### src/rtl/kwd_pkg.sv
package kwd_pkg;
  localparam int DATA_W  = 32;
  localparam int CNT_W   = 9;
  localparam int KEY_W   = 7;
  localparam int EN_BIT  = 8;
  localparam int KEY_LSB = CNT_W;

  typedef enum logic [1:0] {
    WD_IDLE  = 2'd0,
    WD_ARMED = 2'd1,
    WD_GRACE = 2'd2
  } wd_stage_e;

  function automatic logic [KEY_W-1:0] key_field(input logic [DATA_W-1:0] w);
    return w[KEY_LSB +: KEY_W];
  endfunction
endpackage

### src/rtl/kwd_keygate.sv
module kwd_keygate
  import kwd_pkg::*;
(
  input  logic              wr_ctrl,
  input  logic [DATA_W-1:0] new_word,
  input  logic [DATA_W-1:0] held_word,
  output logic              accept
);
  logic              guarded;
  logic [KEY_W-1:0]  want_key;

  always_comb begin
    guarded  = held_word[EN_BIT];
    want_key = ~key_field(held_word);
    accept   = wr_ctrl && (!guarded || (key_field(new_word) == want_key));
  end
endmodule

### src/rtl/kwd_counter.sv
module kwd_counter
  import kwd_pkg::*;
#(
  parameter int GRACE_TICKS = 10
) (
  input  logic             clk,
  input  logic             rst,
  input  logic             tick,
  input  logic             cmd,
  input  logic             cmd_run,
  input  logic [CNT_W-1:0] cmd_count,
  output logic [CNT_W-1:0] count,
  output logic             running,
  output logic             in_grace,
  output logic             final_hit,
  output logic             nmi,
  output logic             rst_pulse
);
  localparam logic [CNT_W-1:0] GRACE_VAL = CNT_W'(GRACE_TICKS);

  wd_stage_e stage_q;
  logic      run_out;

  always_comb begin
    run_out   = tick && (stage_q != WD_IDLE) && (count <= CNT_W'(1)) && !cmd;
    final_hit = run_out && (stage_q == WD_GRACE);
    running   = (stage_q != WD_IDLE);
    in_grace  = (stage_q == WD_GRACE);
  end

  always_ff @(posedge clk) begin
    if (rst) begin
      stage_q   <= WD_IDLE;
      count     <= '0;
      nmi       <= 1'b0;
      rst_pulse <= 1'b0;
    end else begin
      rst_pulse <= 1'b0;
      if (cmd) begin
        nmi <= 1'b0;
        if (cmd_run) begin
          stage_q <= WD_ARMED;
          count   <= cmd_count;
        end else begin
          stage_q <= WD_IDLE;
        end
      end else if (run_out) begin
        if (stage_q == WD_ARMED) begin
          stage_q <= WD_GRACE;
          count   <= GRACE_VAL;
          nmi     <= 1'b1;
        end else begin
          stage_q   <= WD_IDLE;
          count     <= '0;
          nmi       <= 1'b0;
          rst_pulse <= 1'b1;
        end
      end else if (tick && stage_q != WD_IDLE) begin
        count <= count - CNT_W'(1);
      end
    end
  end
endmodule

### src/rtl/keyed_watchdog.sv
module keyed_watchdog
  import kwd_pkg::*;
#(
  parameter int              GRACE_TICKS = 10,
  parameter int              ADDR_W      = 8,
  parameter logic [ADDR_W-1:0] CTRL_OFFS = 8'h40,
  parameter logic [ADDR_W-1:0] STAT_OFFS = 8'h44
) (
  input  logic              clk,
  input  logic              rst,
  input  logic              tick,
  input  logic              bus_wr,
  input  logic              bus_rd,
  input  logic [ADDR_W-1:0] bus_addr,
  input  logic [DATA_W-1:0] bus_wdata,
  output logic [DATA_W-1:0] bus_rdata,
  output logic              nmi,
  output logic              sys_rst_req
);
  localparam int STAT_PAD = DATA_W - CNT_W - 2;

  logic [DATA_W-1:0] ctrl_q;
  logic              wr_ctrl;
  logic              accept;
  logic [CNT_W-1:0]  cnt_q;
  logic              running;
  logic              in_grace;
  logic              final_hit;
  logic [DATA_W-1:0] stat_word;

  assign wr_ctrl   = bus_wr && (bus_addr == CTRL_OFFS);
  assign stat_word = {{STAT_PAD{1'b0}}, in_grace, running, cnt_q};

  kwd_keygate u_gate (
    .wr_ctrl   (wr_ctrl),
    .new_word  (bus_wdata),
    .held_word (ctrl_q),
    .accept    (accept)
  );

  kwd_counter #(.GRACE_TICKS(GRACE_TICKS)) u_cnt (
    .clk       (clk),
    .rst       (rst),
    .tick      (tick),
    .cmd       (accept),
    .cmd_run   (bus_wdata[EN_BIT]),
    .cmd_count (bus_wdata[CNT_W-1:0]),
    .count     (cnt_q),
    .running   (running),
    .in_grace  (in_grace),
    .final_hit (final_hit),
    .nmi       (nmi),
    .rst_pulse (sys_rst_req)
  );

  always_ff @(posedge clk) begin
    if (rst) begin
      ctrl_q <= '0;
    end else if (accept) begin
      ctrl_q <= bus_wdata;
    end else if (final_hit) begin
      ctrl_q <= '0;
    end
  end

  always_ff @(posedge clk) begin
    if (rst) begin
      bus_rdata <= '0;
    end else if (bus_rd) begin
      if (bus_addr == CTRL_OFFS)      bus_rdata <= ctrl_q;
      else if (bus_addr == STAT_OFFS) bus_rdata <= stat_word;
      else                            bus_rdata <= '0;
    end
  end
endmodule

### config.mk
export PLATFORM = sky130hd
export DESIGN_NAME = keyed_watchdog
export DESIGN_NICKNAME = d
export VERILOG_FILES = /design/src/rtl/kwd_pkg.sv /design/src/rtl/kwd_keygate.sv /design/src/rtl/kwd_counter.sv /design/src/rtl/keyed_watchdog.sv
export SDC_FILE = /design/constraint.sdc
export NUM_CORES = 1
export LEC_CHECK = 0
export BUFFER_PORTS_ARGS = -buffer_cell sky130_fd_sc_hd__buf_4
export CAP_MARGIN = 5
export CORE_ASPECT_RATIO = 0.8
export CORE_MARGIN = 2
export CORE_UTILIZATION = 25
export CTS_BUF_LIST = sky130_fd_sc_hd__clkbuf_8
export CTS_CLUSTER_SIZE = 16
export DETAILED_ROUTE_END_ITERATION = 16
export HOLD_SLACK_MARGIN = 0.02
export PLACE_DENSITY_LB_ADDON = 0.25
export SYNTH_ARGS = -nofsm -noshare
export SYNTH_HDL_FRONTEND = slang
export SYNTH_SLANG_ARGS = --single-unit
### constraint.sdc
create_clock -name clk -period 1.7 [get_ports clk]
set_clock_uncertainty 0.05 [all_clocks]
set_input_delay 0.17 -clock clk [delete_from_list [all_inputs] [get_ports clk]]
set_output_delay 0.17 -clock clk [all_outputs]
set_load 0.02 [all_outputs]
==> results.cfg, run 1 <==
[outcome]
status = finished, violations left
violations = setup timing

[routing]
first_pass_iters = 4
wirelength_mm = 10.50
antenna_left = 0
vias = 3350
drtIter0Drc = 186
drc = 0
via_per_inst = 4.732
wl_per_cell_um = 14.82

[layout]
final_design_area_no_fill_um2 = 5440
antennaDiodeCount = 0
final_nets = 575
syn_to_final_growth_pct = 66.65
drive_gt1_share_pct = 46.34
fillCellCount = 1274

[cts]
clkTransAtPathRegs_ns = 0.08
cts_tree = done
clk_path_buf_depth = 2
root_buffer = clkbuf_8
cts_inserted_buffers = 9
clock_sinks = 77
clk_latency_ns = 0.35
cts_max_level = 3

[logic_synthesis]
synthCells = 370
synth_top_cell_by_area = dfxtp_1
syn_area_per_cell_um2 = 8.823
synth-edff-count = 0
synth_xor_area_share_pct = 2.415
synth_top_area_share_pct = 47.22
synth.distinct_cells = 50
synthesis.nets = 417
synth_fa_ha_area_share_pct = 0.7666
synth_compound_area_share_pct = 24.03
syn_area_um2 = 3264
ys_top_cells_by_area = dfxtp_1 47%, a22oi_1 8.0%, nor2_1 5.7%, a21oi_1 5.5%, nand2b_1 4.2%
ys.flop_type = dfxtp_1
seq_area_frac_synth_pct = 47.22
synth-simple-area-share_pct = 20.77
yosys_warnings = 0
async_flop_share_pct = 0
synth_top_family_by_area = compound AO/OA/AOI/OAI gates
synthMuxAreaShare_pct = 0
ys_ff_latch = 77

[floorplan]
die_width_um = 131.8
initial_core_util_pct = 25.46
fp.dieH_um = 106.2
fp-row-count = 37
io_pins = 79
die_area_um2 = 13990
coreArea_um2 = 12820

[global_routing]
track_usage_pct = 14.96
antenna_found_initial = 0
grt_pass1_vias = 3251
grt_max_degree = 60
grt_pass1_wl_mm = 16.69
global_route.overflow_total = 0

[worst_setup_path]
max_stage_delay_ns = 0.43
crit_path_end_kind = register
cp_cell_sequence = inv_2 > buf_4 > ha_1 > or3b_4 > a2111oi_4 > o22ai_1 > a21oi_1
cp-start-kind = register
cp.arrival_ns = 2.06
crit_required_ns = 1.92
crit_type = register to register
cp_max_fo = 5
cpLargestDelayFamily = compound AO/OA/AOI/OAI gates
crit_buf_inv = 2
crit_slowest_cell = or3b_4

[run]
maxCapViolations = 0

[timing]
fin_tns_setup_ns = -2.709
slew_violations = 0
period_share_pct = 108.1
max_freq_mhz = 544.1
rsz0062_at_grt = yes
setup_violations = 33
hold_violations = 0
fin_crit_ns = 1.838
finalWorstSetupSlack_ns = -0.1377
worst_pin_slew_ns = 0.5267
maxSlewHeadroom_pct = 64.89

[power]
p_total_w = 0.003558
pwr_density_cell_nw_per_um2 = 654.1
p_leak_nw = 2.153
vdd_ir_drop_max_mv = 0.3464

[place]
dp_hpwl_mm = 7.208
io_buffers = 78
gp_congestion = 0.8441
dpl_cell_area_um2 = 4651

[worst_hold_path]
min_path_type = input pin to register
-- flip-flops by register name, indices dropped and copies added (netlist names) --
| register | cells |
|---|---|
| bus_rdata | 32 |
| ctrl_q | 32 |
| u_cnt.count | 9 |
| u_cnt.nmi | 1 |
| u_cnt.rst_pulse | 1 |
| u_cnt.stage_q | 2 |
-- cells in the final DEF, fill, tap and decap left out, drive strengths merged, types with 2 or more instances in the layout --
cell type    Yosys  layout
buf             13     158
dfxtp           77      77
nor2            52      52
a21oi           36      36
a22oi           35      35
nand3           23      23
nand2b          22      22
dlygate4sd3      0      16
a211oi          14      14
clkbuf          15      12
nand2           10      10
inv              6       8
xor2             7       7
o21ai            7       7
nor3             6       6
and3             5       5
o22ai            4       4
o211ai           3       3
and2             3       3
or2              3       3
or4              2       2
or3              2       2
xnor2            2       2
a2111oi          2       2
o2bb2ai          2       2
o221a            2       2
or4b             2       2
a311oi           2       2
a32oi            2       2
ha               2       2
clkinv           0       2
-- worst reg2reg max path, cell delays in order, from the launching register on --
cell       delay (ns)
dfxtp_2          0.33
inv_2            0.07
buf_4            0.10
ha_1             0.14
or3b_4           0.43
a2111oi_4        0.32
o22ai_1          0.10
a21oi_1          0.21
-- stage by stage --
step	hold WS, ns	utilization (%)	std cells	setup slack [ns]
after floorplan	0.2699	-	370	-0.06938
after CTS	0.02068	41.11	704	-0.1170
final	0.02871	42.42	708	-0.1377
after detailed placement	0.3732	36.27	662	-0.4136
after global routing	0.02757	42.42	708	-0.2088
after global placement	0.3632	36.27	662	-0.3342
-- cells by family after synthesis --
logic type      Yosys count
flops                    77
simple gates            133
compound gates          115
buf+inv                  34
xor+xnor                  9
fa+ha+maj                 2
-- power breakdown --
group,leakage [nW],internal (W),switching (W)
sequential,0.625,0.00181,0.00000741
clock,0.112,0.000749,0.000679
combinational,1.42,0.000165,0.000144
-- final timing paths --
| kind | from | endpoint | slack [ns] | depth (start not counted) |
|---|---|---|---|---|
| hold / removal | bus_wdata[29] | ctrl_q[29] | 0.03 | 3 |
| setup reg to reg | u_cnt.count[1] | u_cnt.count[4] | -0.14 | 7 |
| hold reg to reg | ctrl_q[0] | ctrl_q[0] | 0.42 | 2 |
| setup / recovery | u_cnt.count[1] | u_cnt.count[4] | -0.14 | 7 |
-- layer usage --
| layer | share of wire [%] | global-route usage [%] | vias up |
|---|---|---|---|
| li1 | - | - | 1663 |
| met1 | 50 | 20.59 | 1600 |
| met2 | 44 | 23.07 | 72 |
| met3 | 4.3 | 3.767 | 15 |
| met4 | 1.5 | 4.581 | 0 |
| met5 | 0 | 0 | - |
-- cells in the mapped netlist (all sizes together), types with 3 or more instances --
cell and count:
a211oi 14, or2 3, nand2b 22, dfxtp 77, nand3 23, nor2 52, o211ai 3, and3 5
nand2 10, a21oi 36, nor3 6, clkbuf 15, xor2 7, inv 6, o21ai 7, and2 3
a22oi 35, o22ai 4, buf 13
-- area by class of cell --
cell class                      count  area (µm²)  share of cell area, %
Tap cell                          175       219.0                  4.025
Inverter                            6       22.52                 0.4140
Clock inverter                      5       51.30                 0.9430
Sequential cell                    77        1550                  28.50
Timing Repair Buffer              175        1496                  27.51
Multi-Input combinational cell    259        1949                  35.83
Clock buffer                       11       151.4                  2.783
-- repair_timing --
action,in CTS,in global routing
cloned,1,1
pin swaps,18,17
hold buffers,16,0
endpoints found under the setup margin,45,45
gates resized for setup,40,31
buffers inserted,9,5
endpoints found under the hold margin,16,0
Power figures use the tool's default switching activity.
==> run 2, diff against run 1 <==
Settings changed: CORE_ASPECT_RATIO 0.8 to 2.
==> results.cfg, run 2 (synthesized netlist as in run 1, its figures left out) <==
[place]
dp_slack_ns = -0.3880
io_buffers = 78
dpl_cell_area_um2 = 4609
gp_congestion = 0.8037
dp_hpwl_mm = 7.439
dp.cells = 634

[power]
intPower_w = 0.002575
combPwrFrac_pct = 8.9
p_sw_share_pct = 24.45
p_total_w = 0.003409
vdd_ir_drop_max_mv = 0.3952
p_leak_nw = 2.082
power_frac_seq_pct = 53.5
p_sw_w = 0.0008336
clock_power_share_pct = 37.6
pwr_density_cell_nw_per_um2 = 639.5

[global_routing]
grt_pass1_vias = 3330
grt_pass1_wl_mm = 17.28
antenna_found_initial = 0
track_usage_pct = 15.71
grt_max_degree = 39
global_route.overflow_total = 0

[floorplan]
fp-row-count = 59
coreArea_um2 = 12920
fp.dieH_um = 165.6
die_area_um2 = 14040
io_pins = 79
die_width_um = 84.80
initial_core_util_pct = 25.27

[cts]
root_buffer = clkbuf_8
cts_max_level = 3
clk_latency_ns = 0.36
clk_path_buf_depth = 2
cts_inserted_buffers = 9
clock_sinks = 77
clkTransAtPathRegs_ns = 0.08
cts_tree = done

[layout]
fillCellCount = 1290
regArea_um2 = 1550
layout_commonest_cell = buf_4
drive_gt1_share_pct = 46.85
syn_to_final_growth_pct = 63.28
layout_common_cells = 133 x buf_4, 70 x dfxtp_1, 47 x nor2_1, 28 x a21oi_1, 26 x a22oi_2
final_design_area_no_fill_um2 = 5330
antennaDiodeCount = 0
fin_cells = 675
final_nets = 566
multi_input_area_um2 = 1954
reg.largest.list = bus_rdata x32, ctrl_q x32, u_cnt.count x9

[worst_hold_path]
whs_path_depth = 3
hp-start = bus_wdata[23]
min_path_type = input pin to register

[timing]
hold_violations = 0
rsz0062_at_grt = yes
setup_violations = 43
slew_violations = 0
maxSlewHeadroom_pct = 70.69
worst_pin_slew_ns = 0.4351
period_share_pct = 109.3
finalWorstSetupSlack_ns = -0.1588
fin_crit_ns = 1.859
max_freq_mhz = 538.0

[routing]
wirelength_mm = 10.82
first_pass_iters = 4
vias = 3295
via_per_inst = 4.881
wl_per_cell_um = 16.02
drc = 0
drtIter0Drc = 109
antenna_left = 0

[worst_setup_path]
cp_cell_sequence = xor2_1 > nand4_1 > o21ai_1 > buf_4 > a21o_4 > or4b_1 > a31oi_1
max_stage_delay_ns = 0.50
crit_path_end_kind = register
worstRegToRegCells = 7
r2r_start = ctrl_q[9]
cp-start-kind = register
crit_slowest_cell = or4b_1
crit_type = register to register
cp_max_fo = 4
cp.arrival_ns = 2.08
crit_required_ns = 1.93
startpoint = ctrl_q[9]

[run]
maxCapViolations = 0

[outcome]
violations = setup timing
status = finished, violations left
-- run 2: cell count changes in the layout (fill, tap and decap cells not counted), sizes merged --
cell         before  now
buf             158  152
dlygate4sd3      16   14
bufinv            1    0
clkbuf           12   11
clkinvlp          0    1
inv               8    7
-- run 2: power groups by stage --
stage | logic [W] | registers [W] | clock network, W
3_5_place_dp | 0.000272 | 0.00187 | 0
3_3_place_gp | 0.000268 | 0.00187 | 0
5_1_grt | 0.000327 | 0.00183 | 0.00142
6_report | 0.000304 | 0.00182 | 0.00128
4_1_cts | 0.000305 | 0.00182 | 0.00133
2_1_floorplan | 0.0000892 | 0.00188 | 0
-- run 2: what timing repair did --
| item | in CTS | in global routing |
|---|---|---|
| hold buffers | 14 | 0 |
| pin swaps | 15 | 13 |
| resized for setup | 53 | 17 |
| hold endpoints to repair | 14 | 0 |
| setup endpoints to repair | 44 | 44 |
| cloned | 3 | 0 |
| buffers inserted | 7 | 2 |
-- run 2: final timing paths --
check,endpoint,slack [ns]
max,u_cnt.count[8],-0.16
min,ctrl_q[23],0.02
max reg2reg,u_cnt.count[8],-0.16
min reg2reg,bus_rdata[23],0.42
-- run 2: cell type report --
cell class                 count  area share [%]
multi-input combinational    259           36.67
timing repair buffer         166           26.95
inverter                       6          0.4225
sequential                    77           29.08
tap                          152           3.568
clock buffer                  11           2.840
clock inverter                 4          0.4695
-- run 2: critical path: cells and delay by family (launching register included) --
kind / cells / cell delay (ns)
flops: 1 / 0.32
buf+inv: 1 / 0.16
simple gates: 2 / 0.63
compound gates: 3 / 0.46
xor+xnor: 1 / 0.15
-- run 2: layer usage --
metal	up-vias	GRT usage (%)	part of all wire, %
met1	1569	17.29	38
li1	1642	-	-
met4	0	6.418	3.2
met2	65	28.72	56
met5	-	0	0
met3	19	3.089	3.1
-- run 2: per-stage QoR --
stage	hold slack, ns	utilization (%)	setup TNS, ns
detailed placement	0.3759	35.68	-14.66
CTS	0.02064	40.53	-3.604
finish	0.02439	41.26	-4.049
global placement	0.3675	35.68	-13.49
global route	0.02899	41.26	-8.093
floorplan	0.2699	-	-1.147
==> run 3, diff against run 2 <==
Settings changed: CORE_UTILIZATION 25 to 50, CTS_CLUSTER_DIAMETER from default to 200.
==> results.cfg, run 3 (synthesized netlist as in run 1, its figures left out) <==
[floorplan]
io_pins = 79
fp.dieH_um = 118.3
coreArea_um2 = 6310
initial_core_util_pct = 51.74
die_area_um2 = 7230
die_width_um = 61.14
fp-row-count = 41

[worst_setup_path]
max_stage_delay_ns = 0.37
crit_required_ns = 1.92
cp.arrival_ns = 2.24
cp-start-kind = register
crit_path_end_kind = register
cpLargestDelayFamily = compound AO/OA/AOI/OAI gates
crit_buf_inv = 3
crit_type = register to register
cp_max_fo = 5
cp_cell_sequence = xor2_2 > nand4_1 > o21ai_2 > buf_6 > a32oi_4 > buf_12 > buf_16 > a22oi_2 > nor2_1
crit_slowest_cell = dfxtp_2

[power]
p_leak_nw = 2.266
p_sw_w = 0.0009284
p_sw_share_pct = 25.92
vdd_ir_drop_max_mv = 0.8323
combPwrFrac_pct = 9.2
pwr_density_cell_nw_per_um2 = 638.1
intPower_w = 0.002653
clock_power_share_pct = 39.8
power_frac_seq_pct = 50.9

[layout]
syn_to_final_growth_pct = 71.94
final_design_area_no_fill_um2 = 5613
reg.largest.list = bus_rdata x32, ctrl_q x32, u_cnt.count x9
layout_common_cells = 144 x buf_4, 68 x dfxtp_1, 46 x nor2_1, 28 x a21oi_1, 26 x a22oi_2
drive_gt1_share_pct = 50.64
final_nets = 593
fillCellCount = 284
antennaDiodeCount = 0
layout_commonest_cell = buf_4

[global_routing]
global_route.overflow_total = 0
antenna_found_initial = 0
grt_pass1_wl_mm = 19.13
grt_max_degree = 65
grt_pass1_vias = 3849
track_usage_pct = 36.27

[routing]
wl_per_cell_um = 22.37
antenna_left = 0
via_per_inst = 6.165
vias = 3927
drc = 0
first_pass_iters = 7
drtIter0Drc = 472
wirelength_mm = 14.25

[cts]
cts_max_level = 3
root_buffer = clkbuf_8
clock_sinks = 77
clkTransAtPathRegs_ns = 0.09
clk_path_buf_depth = 2
clk_latency_ns = 0.38
cts_inserted_buffers = 9
cts_tree = done

[timing]
fin_tns_setup_ns = -11.01
maxSlewHeadroom_pct = 61.44
hold-worst-slack_ns = 0.04313
hold_violations = 0
rsz0062_at_grt = yes
max_freq_mhz = 494.7
worst_pin_slew_ns = 0.5784
slew_violations = 0
fin_crit_ns = 2.021
period_share_pct = 118.9
finalWorstSetupSlack_ns = -0.3214
setup_violations = 46

[place]
dp_hpwl_mm = 7.225
io_buffers = 78
dp_slack_ns = -0.2805
gp_congestion = 0.9424
dpl_cell_area_um2 = 4594

[run]
maxCapViolations = 0

[outcome]
status = finished, violations left
violations = setup timing

[worst_hold_path]
min_path_type = input pin to register
==> run 3: cell types whose count changed in the layout (fill, tap and decap cells not counted), sizes merged <==
cell         previous run  this run
buf                   152       171
bufinv                  0         1
clkbuf                 11        12
clkinv                  2         3
clkinvlp                1         2
dlygate4sd3            14        19
==> run 3: path summary, 6_finish.rpt <==
check / from / end / slack, ns / cells after the start
worst min-delay path: bus_wdata[5] / ctrl_q[5] / 0.04 / 3
worst max-delay path: ctrl_q[15] / ctrl_q[15] / -0.32 / 9
worst min register to register: bus_rdata[27] / bus_rdata[27] / 0.43 / 2
worst max register to register: ctrl_q[15] / ctrl_q[15] / -0.32 / 9
==> run 3: what timing repair did <==
action / CTS / global route
gates resized for setup: 61 / 27
endpoints found under the setup margin: 45 / 49
gates cloned: 3 / 4
hold buffers: 19 / 0
buffers inserted: 12 / 10
pin swaps: 17 / 21
hold endpoints to repair: 19 / 0
==> run 3: worst register-to-register path, delay by kind of cell (launching register included) <==
kind / cells / cell delay, ns
buffers and inverters: 3 / 0.49
and+or+nand+nor: 2 / 0.27
xor gates and xnor gates: 1 / 0.18
AOI/OAI and AO/OA: 3 / 0.55
DFF: 1 / 0.37
==> run 3: power by group through the flow <==
stage	Sequential, W	Combinational [W]	Clock (W)
floorplan	0.00188	0.0000892	0
global placement	0.00187	0.000256	0
detailed placement	0.00187	0.000260	0
CTS	0.00182	0.000307	0.00139
global route	0.00183	0.000344	0.00149
finish	0.00182	0.000330	0.00143
==> run 3: final cells by class <==
| type | instances | area (µm²) | share of cell area (%) |
|---|---|---|---|
| Clock buffer | 9 | 123.9 | 2.207 |
| Clock inverter | 7 | 67.56 | 1.204 |
| Inverter | 6 | 22.52 | 0.4012 |
| Multi-Input combinational cell | 259 | 2001 | 35.64 |
| Sequential cell | 77 | 1555 | 27.71 |
| Tap cell | 86 | 107.6 | 1.917 |
| Timing Repair Buffer | 193 | 1735 | 30.92 |
==> run 3: metal layers <==
metal / GRT usage, % / wire length [µm] / vias to the layer above / share of wire [%]
li1: - / - / 1692 / -
met1: 34.83 / 4490 / 1868 / 32
met2: 62.10 / 7569 / 274 / 53
met3: 7.768 / 995 / 93 / 7.0
met4: 27.58 / 1192 / 0 / 8.4
met5: 0 / 0 / - / 0
==> run 3: per-stage QoR <==
step / util [%] / power (W) / cells
floorplan: - / 0.001970 / 370
global placement: 72.81 / 0.002122 / 577
detailed placement: 72.81 / 0.002127 / 577
CTS: 85.68 / 0.003516 / 627
global route: 88.96 / 0.003657 / 637
finish: 88.96 / 0.003581 / 637
